===== config.mk =====
export PLATFORM = sky130hd
export DESIGN_NAME = cmp_timebase
export DESIGN_NICKNAME = d
export VERILOG_FILES = /design/src/rtl/cmp_timebase.sv
export SDC_FILE = /design/constraint.sdc
export NUM_CORES = 1
export LEC_CHECK = 0
export CAP_MARGIN = 20
export CORE_AREA = 3 3 91 93
export DETAILED_ROUTE_END_ITERATION = 10
export DIE_AREA = 0 0 94 96
export SYNTH_ARGS = -nofsm -noshare
export SYNTH_HDL_FRONTEND = slang
export SYNTH_SLANG_ARGS = --single-unit

===== constraint.sdc =====
create_clock -name clk -period 3.9 [get_ports clk]
set_input_delay 0.78 -clock clk [delete_from_list [all_inputs] [get_ports clk]]
set_output_delay 0.78 -clock clk [all_outputs]
set_load 0.01 [all_outputs]

===== src/rtl/cmp_timebase.sv =====
module cmp_timebase #(
  parameter int CNT_W = 16,
  parameter int SEL_W = 3
) (
  input  logic             clk,
  input  logic             rst_n,
  input  logic             bus_we,
  input  logic [1:0]       bus_addr,
  input  logic [7:0]       bus_wdata,
  input  logic             ovf_irq_en,
  input  logic [CNT_W-1:0] set_thr,
  input  logic [CNT_W-1:0] clr_thr,
  input  logic             set_ack,
  input  logic             clr_ack,
  output logic [CNT_W-1:0] count,
  output logic [7:0]       ctrl_rd,
  output logic             ovf_irq,
  output logic             set_pulse,
  output logic             clr_pulse,
  output logic             set_flag,
  output logic             clr_flag
);
  localparam int PRE_W = (1 << SEL_W) - 1;

  logic [SEL_W-1:0] sel;
  logic [1:0]       spare;
  logic [PRE_W-1:0] pre;
  logic [PRE_W-1:0] mask;
  logic [CNT_W-1:0] reload;
  logic             ovf;
  logic             tick, at_top, set_hit, clr_hit;

  assign mask    = ~({PRE_W{1'b1}} << sel);
  assign tick    = (pre & mask) == mask;
  assign at_top  = &count;
  assign set_hit = tick && (count == set_thr);
  assign clr_hit = tick && (count == clr_thr);
  assign ovf_irq = ovf && ovf_irq_en;
  assign ctrl_rd = {spare, clr_flag, set_flag, ovf, sel};

  always_ff @(posedge clk) begin
    if (!rst_n) begin
      pre <= '0;
    end else begin
      pre <= pre + 1'b1;
    end
  end

  always_ff @(posedge clk) begin
    if (!rst_n) begin
      sel    <= '0;
      spare  <= 2'b01;
      reload <= '0;
    end else if (bus_we) begin
      case (bus_addr)
        2'd0: begin
          sel   <= bus_wdata[SEL_W-1:0];
          spare <= bus_wdata[7:6];
        end
        2'd1: reload[7:0] <= bus_wdata;
        2'd2: reload[CNT_W-1:8] <= bus_wdata[CNT_W-9:0];
        default: ;
      endcase
    end
  end

  always_ff @(posedge clk) begin
    if (!rst_n) begin
      count <= '0;
      ovf   <= 1'b0;
    end else if (tick) begin
      count <= at_top ? reload : count + 1'b1;
      ovf   <= at_top;
    end
  end

  always_ff @(posedge clk) begin
    if (!rst_n) begin
      set_pulse <= 1'b0;
      clr_pulse <= 1'b0;
      set_flag  <= 1'b0;
      clr_flag  <= 1'b0;
    end else begin
      set_pulse <= set_hit;
      clr_pulse <= clr_hit;
      set_flag  <= set_hit || (set_flag && !set_ack);
      clr_flag  <= clr_hit || (clr_flag && !clr_ack);
    end
  end
endmodule


==> out/metrics.csv, run 1 <==
metric,value,unit
Layout Utilization,45.90,%
Layout Skew,7.016,ps
final estimated routing congestion in global placement,0.7965,
"FFs w/ async S/R, synth",0,%
final period utilization,67.92,%
global-route congestion overflow total,0,
Netlist cell types,47,
CP Launch Type,input port,
Clock Sink Count,49,
critical path peak fanout,1,
Resized cells post-CTS,0,
P_leak,1.447,nW
"EDFF count, synth",0,
global-route wire length before repair,11810,um
Via density,5.072,
data required time of the critical path,3120,ps
"Top FF cell, synth",sky130_fd_sc_hd__dfxtp_1,
drt drc,0,
met2 layer usage reported by global route,27.50,%
hold_buf cts,0,
number of hold-slack violations in the final timing report,0,
number of global-route vias before repair,2286,
maximum VDD drop,0.1616,mV
iteration-0 DRC count of the detailed router,95,
met3 usage in global routing,3.831,%
outcome,finished clean,
IO Pins,77,
fraction of final layout cells with drive strength greater than 1,4.789,%
count of H-tree levels built during CTS,2,
"most common cell after layout, fill and taps aside",sky130_fd_sc_hd__clkdlybuf4s50_1,
number of max-slew violations in the final report,0,
average size of a mapped cell,8.861,sq um
Synth Cell Area,2605,sq um
Post-Route Setup TNS,0,ps
clock insertion delay at the later pin of the skew report,290,ps
pin count of the biggest net entering global routing,35,
actual transition at the worst max-transition pin,1035,ps
antenna violation net count after detailed routing,0,
worst-case headroom to the max-slew limit,30.47,%
data arrival time of the critical path,1870,ps
Crit Path Category,in -> out,
min-delay worst type,reg -> reg,
HPWL after detailed placement,5390,um
height of the chip,96,um
cell count after synthesis,294,
# rows,32,
routing layer with the top usage in global route,met2,
die width,94,um
number of antenna violations at the first check in global routing,0,
setup repair after global routing missed its margin,no,
count of warnings emitted by yosys,0,
routed via count,2318,
area added between synthesis and finish,34.05,%
count of endpoints failing setup in the final report,0,
Routed Wire Length,7264,um
number of input and output port buffers inserted,76,
number of setup buffers added after CTS,0,
Max Freq,377.5,MHz
CTS tree,done,
global-route track usage on met1,22.14,%
drt pass-1 iters,4,
min cycle time layout,2649,ps
part of the Yosys area used for sequential elements,37.66,%
count of antenna diodes in the layout,0,
clock tree root driver cell,sky130_fd_sc_hd__clkbuf_8,
clock transition at the registers of the reported paths,90,ps
post-synth net total,344,
starting density of the core,34.24,%
Die Footprint,9024,sq um
final net count,405,
number of storage elements in the synthesis netlist,49,
most frequent cells in the layout,"76 x sky130_fd_sc_hd__clkdlybuf4s50_1, 49 x sky130_fd_sc_hd__dfxtp_1, 36 x sky130_fd_sc_hd__xor2_1",
pwr dens,297.1,nW/um^2
all-layer global routing usage,16.58,%
routed length per placed instance,15.89,um
TritonCTS Buffers,5,
total core area,7607,sq um
total of max-cap violations,0,
Max Root-Sink Buffers,2,
CP endpoint kind,output port,
==> worst paths after layout <==
| path | from | to | slack (ps) | cells after the start |
|---|---|---|---|---|
| max | ovf_irq_en | ovf_irq | 1250 | 3 |
| min | ovf | ovf | 480 | 2 |
| max reg2reg | count[0] | count[15] | 1450 | 6 |
| min reg2reg | ovf | ovf | 480 | 2 |
==> critical path: stages <==
cell,delay (ps)
sky130_fd_sc_hd__clkdlybuf4s50_1,450
sky130_fd_sc_hd__and2_1,110
sky130_fd_sc_hd__clkdlybuf4s50_1,520
==> cells by family (layout without fill, tap and decap cells) <==
group	after synthesis	after routing	synth area share, %
AOI/OAI and AO/OA	51	51	13.30
xor gates and xnor gates	37	37	12.44
adders and majority gates	2	2	0.9605
buffers and inverters	32	93	6.052
DFF	49	49	37.66
muxes	22	22	8.453
and+or+nand+nor	101	101	21.13
==> Yosys cell counts, types with 3 or more instances <==
cell	number	area share, %
sky130_fd_sc_hd__and3_1	8	1.9
sky130_fd_sc_hd__nand3_1	11	2.1
sky130_fd_sc_hd__nor2_1	32	4.6
sky130_fd_sc_hd__inv_1	6	0.86
sky130_fd_sc_hd__a21boi_0	4	1.2
sky130_fd_sc_hd__o21ai_0	6	1.2
sky130_fd_sc_hd__nand4_1	8	1.9
sky130_fd_sc_hd__clkbuf_1	10	1.4
sky130_fd_sc_hd__buf_4	5	1.4
sky130_fd_sc_hd__nand2_1	12	1.7
sky130_fd_sc_hd__nor4_1	8	1.9
sky130_fd_sc_hd__and2_1	3	0.72
sky130_fd_sc_hd__dfxtp_1	49	38
sky130_fd_sc_hd__a31oi_1	5	1.2
sky130_fd_sc_hd__xor2_1	36	12
sky130_fd_sc_hd__mux2i_1	22	8.5
sky130_fd_sc_hd__a21oi_1	13	2.5
sky130_fd_sc_hd__o211ai_1	5	1.4
sky130_fd_sc_hd__nor3_1	6	1.2
sky130_fd_sc_hd__a311oi_1	5	1.7
sky130_fd_sc_hd__buf_2	8	1.5
==> area by class of cell <==
cell class	instances	area [sq um]
fillers	745	4115
multi-input cells	213	1466
flip-flops and latches	49	980.9
repair buffers	79	783.3
well taps	102	127.6
clock buffers	5	68.82
clock inverters	2	38.79
inverters	7	26.28
==> power breakdown <==
group          internal (mW)  switching (mW)
Clock                  0.190           0.168
Combinational         0.0833          0.0613
Sequential             0.514          0.0208
Total                  0.787           0.250
==> state kept, by name (all words and copies together), names as in the netlist <==
name / flops
clr_flag: 1
clr_pulse: 1
count: 16
ovf: 1
pre: 7
reload: 16
sel: 3
set_flag: 1
set_pulse: 1
spare: 2
==> metal layers <==
metal / share of wire, % / up-vias / routed length [um]
met5: 0 / - / 0
met4: 0.76 / 0 / 55
met3: 7.8 / 6 / 570
met2: 45 / 90 / 3251
met1: 47 / 1062 / 3388
li1: - / 1160 / -
==> per-stage QoR <==
stage	power (mW)	setup slack (ps)	cells	hold slack, ps	area [sq um]
finish	1.037	1251	457	476.0	3492
global placement	0.6887	1251	450	468.0	3385
CTS	1.054	1241	457	481.2	3492
detailed placement	0.6914	1247	450	466.4	3385
global route	1.081	1193	457	527.9	3492
floorplan	0.6061	2104	294	440.6	2605
Power figures use the tool's default switching activity.
==> run 2, diff against run 1 <==
- clock period: 3.9 -> 2.5 ns (I/O delays scaled with it)
==> run 2 against run 1 <==
Register-to-register slack got worse by 1100 ps. Die area unchanged. Non-clock buffer count increased by 6. Combinational power increased by 66%. Hold slack about the same. Critical path depth increased by 3. Flip-flop and latch count unchanged. Final cell count increased by 1.5%. Sequential share of layout area decreased by 0.43 points. Clock skew increased by 5.0 ps. First-iteration DRC count increased by 34%. Critical endpoint is now count[14]. Largest cell class unchanged. Largest power group unchanged. Highest routed layer unchanged.
==> out/metrics.csv, run 2 (synthesized netlist as in run 1, its figures left out) <==
metric,value,unit
outcome,finished clean,
worst r2r path cells,6,
proportion of power drawn by combinational gates,14.5,%
min cycle time layout,2152,ps
TritonCTS Buffers,5,
Via density,5.147,
count of H-tree levels built during CTS,2,
clock share of power,35.6,%
number of setup buffers added after CTS,0,
fraction of final layout cells with drive strength greater than 1,6.354,%
hold_buf cts,0,
Hold EP,ovf,
# rows,32,
Clock Sink Count,49,
area added between synthesis and finish,36.12,%
final-layout worst hold slack,475.8,ps
routed via count,2388,
source of the critical timing path,count[0],
global-route congestion overflow total,0,
Routed Wire Length,7513,um
data arrival time of the critical path,2370,ps
biggest registers after layout,"count (16), reload (16), pre (7)",
number of input and output port buffers inserted,76,
pin count of the biggest net entering global routing,35,
Max Freq,464.6,MHz
actual transition at the worst max-transition pin,618.0,ps
final net count,411,
worst-case headroom to the max-slew limit,58.67,%
min-delay worst type,reg -> reg,
Layout Skew,12.06,ps
minimum setup slack after placement,408.2,ps
final worst setup slack,347.7,ps
Crit Path Category,reg -> reg,
launch instance of the worst min-delay path,ovf,
P_int,1.264,mW
series of cell instances along the critical path,"ha_1, and3_1, nand3_1, nor3_1, a31oi_1, a311oi_1",
maximum VDD drop,0.2380,mV
worst reg2reg endpoint,count[14],
antenna violation net count after detailed routing,0,
critical path peak fanout,8,
setup repair after global routing missed its margin,no,
Reg power frac,49.9,%
data required time of the critical path,2720,ps
total core area,7607,sq um
final estimated routing congestion in global placement,0.8324,
CP endpoint kind,register,
starting density of the core,34.24,%
number of hold-slack violations in the final timing report,0,
clock tree root driver cell,sky130_fd_sc_hd__clkbuf_8,
all-layer global routing usage,16.75,%
Max Root-Sink Buffers,2,
Die Footprint,9024,sq um
drt drc,0,
CP Launch Type,register,
total of max-cap violations,0,
most frequent cells in the layout,"76 x sky130_fd_sc_hd__clkdlybuf4s50_1, 49 x sky130_fd_sc_hd__dfxtp_1, 36 x sky130_fd_sc_hd__xor2_1",
final period utilization,86.09,%
"most common cell after layout, fill and taps aside",sky130_fd_sc_hd__clkdlybuf4s50_1,
number of antenna violations at the first check in global routing,0,
drt pass-1 iters,4,
max incr delay on CP,500,ps
die width,94,um
Resized cells post-CTS,0,
count of antenna diodes in the layout,0,
count of endpoints failing setup in the final report,0,
IO Pins,77,
number of max-slew violations in the final report,0,
switching share of power,23.71,%
iteration-0 DRC count of the detailed router,127,
clock transition at the registers of the reported paths,90,ps
setup slack of the most critical reg-to-reg path,350,ps
pwr dens,467.2,nW/um^2
P_leak,1.483,nW
FF-to-FF Start,count[0],
number of global-route vias before repair,2292,
fill cell total of the finished layout,750,
CTS tree,done,
Switching Power,0.3928,mW
global-route wire length before repair,11710,um
clock insertion delay at the later pin of the skew report,310,ps
HPWL after detailed placement,5598,um
number of stages on the worst hold path,2,
height of the chip,96,um
CP max stage cell,sky130_fd_sc_hd__dfxtp_1,
routed length per placed instance,16.19,um
Post-Route Setup TNS,0,ps
[run 2: cell count changes in the layout (fill, tap and decap cells not counted)]
cell,before,now
sky130_fd_sc_hd__buf_4,3,9
sky130_fd_sc_hd__clkbuf_1,0,1
sky130_fd_sc_hd__clkbuf_8,5,6
sky130_fd_sc_hd__inv_6,1,0
[run 2: area by class of cell]
type / count / area (sq um) / area share, %
repair buffers: 85 / 828.3 / 23.36
well taps: 102 / 127.6 / 3.599
flip-flops and latches: 49 / 980.9 / 27.66
clock buffers: 7 / 86.33 / 2.435
inverters: 7 / 26.28 / 0.7410
multi-input cells: 213 / 1466 / 41.36
clock inverters: 1 / 30.03 / 0.8469
[run 2: per-layer routing]
metal | up-vias | wire [um] | part of all wire [%] | global-route usage [%]
li1 | 1175 | - | - | -
met1 | 1103 | 3486 | 46 | 21.66
met2 | 98 | 3335 | 44 | 27.85
met3 | 12 | 563 | 7.5 | 3.909
met4 | 0 | 128 | 1.7 | 4.934
met5 | - | 0 | 0 | 0
[run 2: worst max path at each step]
stage	cells past startpoint	slack (ps)	to
after global routing	6	140	count[14]
after detailed placement	3	410	ovf_irq
after CTS	2	380	count[6]
after floorplan	6	700	count[14]
after global placement	3	410	ovf_irq
final	6	350	count[14]
[run 2: metrics by stage]
stage	util [%]	area [sq um]	total power [mW]	std cells
after floorplan	-	2605	0.9455	294
after global placement	45.08	3430	1.080	456
after detailed placement	45.08	3430	1.085	456
after CTS	46.61	3546	1.674	464
after global routing	46.61	3546	1.729	464
final	46.61	3546	1.657	464
[run 2: worst max-delay path, delay by kind of cell, from the launching register on]
family	cells	cell delay (ps)
AOI/OAI and AO/OA	2	410
adders and majority gates	1	270
DFF	1	500
and+or+nand+nor	3	880
[run 2: power by group through the flow]
stage | Clock, mW | Combinational [mW] | Sequential (mW)
2_1_floorplan | 0 | 0.102 | 0.843
3_3_place_gp | 0 | 0.237 | 0.843
3_5_place_dp | 0 | 0.240 | 0.844
4_1_cts | 0.606 | 0.242 | 0.826
5_1_grt | 0.639 | 0.260 | 0.829
6_report | 0.591 | 0.240 | 0.826
==> run 3, diff against run 2 <==
==> constraint.sdc (replaced) <==
create_clock -name clk -period 2.5 [get_ports clk]
set_input_delay 0.5 -clock clk [delete_from_list [all_inputs] [get_ports clk]]
set_output_delay 0.5 -clock clk [all_outputs]
set_load 0.005 [all_outputs]
==> run 3 against run 2 <==
Sequential share of layout area about the same. Register-to-register slack improved by 90 ps. Combinational power about the same. Final area about the same. Die area unchanged. Fmax increased by 3.3%. Clock skew decreased by 4.4 ps. Via count increased by 0.21%. Critical path depth decreased by 5. Global-route usage increased by 0.13 points. Final cell count unchanged. Flip-flop and latch count unchanged.
==> out/metrics.csv, run 3 (synthesized netlist as in run 1, its figures left out) <==
metric,value,unit
count of H-tree levels built during CTS,2,
IO Pins,77,
number of input and output port buffers inserted,76,
Clock Sink Count,49,
data required time of the critical path,2000,ps
number of setup buffers added after CTS,0,
CP Launch Type,register,
number of hold-slack violations in the final timing report,0,
series of cell instances along the critical path,clkdlybuf4s50_1,
drt pass-1 iters,4,
drt drc,0,
most frequent cells in the layout,"76 x sky130_fd_sc_hd__clkdlybuf4s50_1, 49 x sky130_fd_sc_hd__dfxtp_1, 36 x sky130_fd_sc_hd__xor2_1",
die width,94,um
height of the chip,96,um
Crit Path Category,reg -> out,
dominant delay contributor by cell family on the critical path,flip-flops,
worst-case headroom to the max-slew limit,56.91,%
setup repair after global routing missed its margin,no,
clock tree root driver cell,sky130_fd_sc_hd__clkbuf_8,
Die Footprint,9024,sq um
starting density of the core,34.24,%
final period utilization,83.34,%
all-layer global routing usage,16.88,%
iteration-0 DRC count of the detailed router,108,
count of antenna diodes in the layout,0,
total of max-cap violations,0,
data arrival time of the critical path,1580,ps
pin count of the biggest net entering global routing,35,
P_leak,1.485,nW
TritonCTS Buffers,5,
count of endpoints failing setup in the final report,0,
number of antenna violations at the first check in global routing,0,
biggest registers after layout,"count (16), reload (16), pre (7)",
pwr dens,461.7,nW/um^2
Layout Utilization,46.60,%
Placed Instance Area,3437,sq um
final design instance area without fill,3545,sq um
max incr delay on CP,660,ps
critical path peak fanout,11,
"most common cell after layout, fill and taps aside",sky130_fd_sc_hd__clkdlybuf4s50_1,
clock insertion delay at the later pin of the skew report,310,ps
actual transition at the worst max-transition pin,646.4,ps
maximum VDD drop,0.2646,mV
Layout Skew,7.660,ps
global-route wire length before repair,11830,um
fraction of final layout cells with drive strength greater than 1,6.630,%
number of max-slew violations in the final report,0,
hold_buf cts,0,
Via density,5.157,
CP endpoint kind,output port,
antenna violation net count after detailed routing,0,
Post-Route Setup TNS,0,ps
Max Freq,480.0,MHz
routed via count,2393,
CP max stage cell,sky130_fd_sc_hd__dfxtp_1,
Max Root-Sink Buffers,2,
HPWL after detailed placement,5516,um
min cycle time layout,2084,ps
Resized cells post-CTS,0,
Placed Cells,457,
area added between synthesis and finish,36.07,%
CTS tree,done,
outcome,finished clean,
final estimated routing congestion in global placement,0.8083,
Routed Wire Length,7423,um
final net count,412,
total core area,7607,sq um
critical path buffer and inverter count,1,
Finished Layout Cells,464,
number of global-route vias before repair,2291,
# rows,32,
min-delay worst type,reg -> reg,
global-route congestion overflow total,0,
routed length per placed instance,16.00,um
clock transition at the registers of the reported paths,90,ps
run 3: worst paths after layout:
check / from / to / slack (ps) / depth (start not counted)
hold / removal: ovf / ovf / 470 / 2
setup reg to reg: pre[2] / count[5] / 440 / 5
setup / recovery: count[6] / count[6] / 420 / 1
hold reg to reg: ovf / ovf / 470 / 2
run 3: per-layer routing:
layer	global-route usage (%)	vias up	wire, um
met2	28.03	89	3283
met3	4.457	12	595
li1	-	1176	-
met4	5.295	0	106
met1	21.40	1116	3437
met5	0	-	0
run 3: stage by stage:
step,hold slack [ps],setup slack (ps),power (mW)
after floorplan,440.6,747.3,0.9421
after global placement,462.1,449.4,1.080
after detailed placement,462.1,441.1,1.084
after CTS,479.8,413.4,1.657
after global routing,506.0,245.5,1.709
final,471.2,416.5,1.636
run 3: cell type report:
| class | count | area (sq um) |
|---|---|---|
| Clock buffer | 5 | 68.82 |
| Clock inverter | 2 | 38.79 |
| Fill cell | 740 | 4063 |
| Inverter | 7 | 26.28 |
| Multi-Input combinational cell | 213 | 1466 |
| Sequential cell | 49 | 980.9 |
| Tap cell | 102 | 127.6 |
| Timing Repair Buffer | 86 | 835.8 |
run 3: report_power, final:
group / switching (mW) / internal [mW] / total [mW]
registers: 0.0206 / 0.802 / 0.823
clock network: 0.275 / 0.296 / 0.571
logic: 0.105 / 0.138 / 0.243
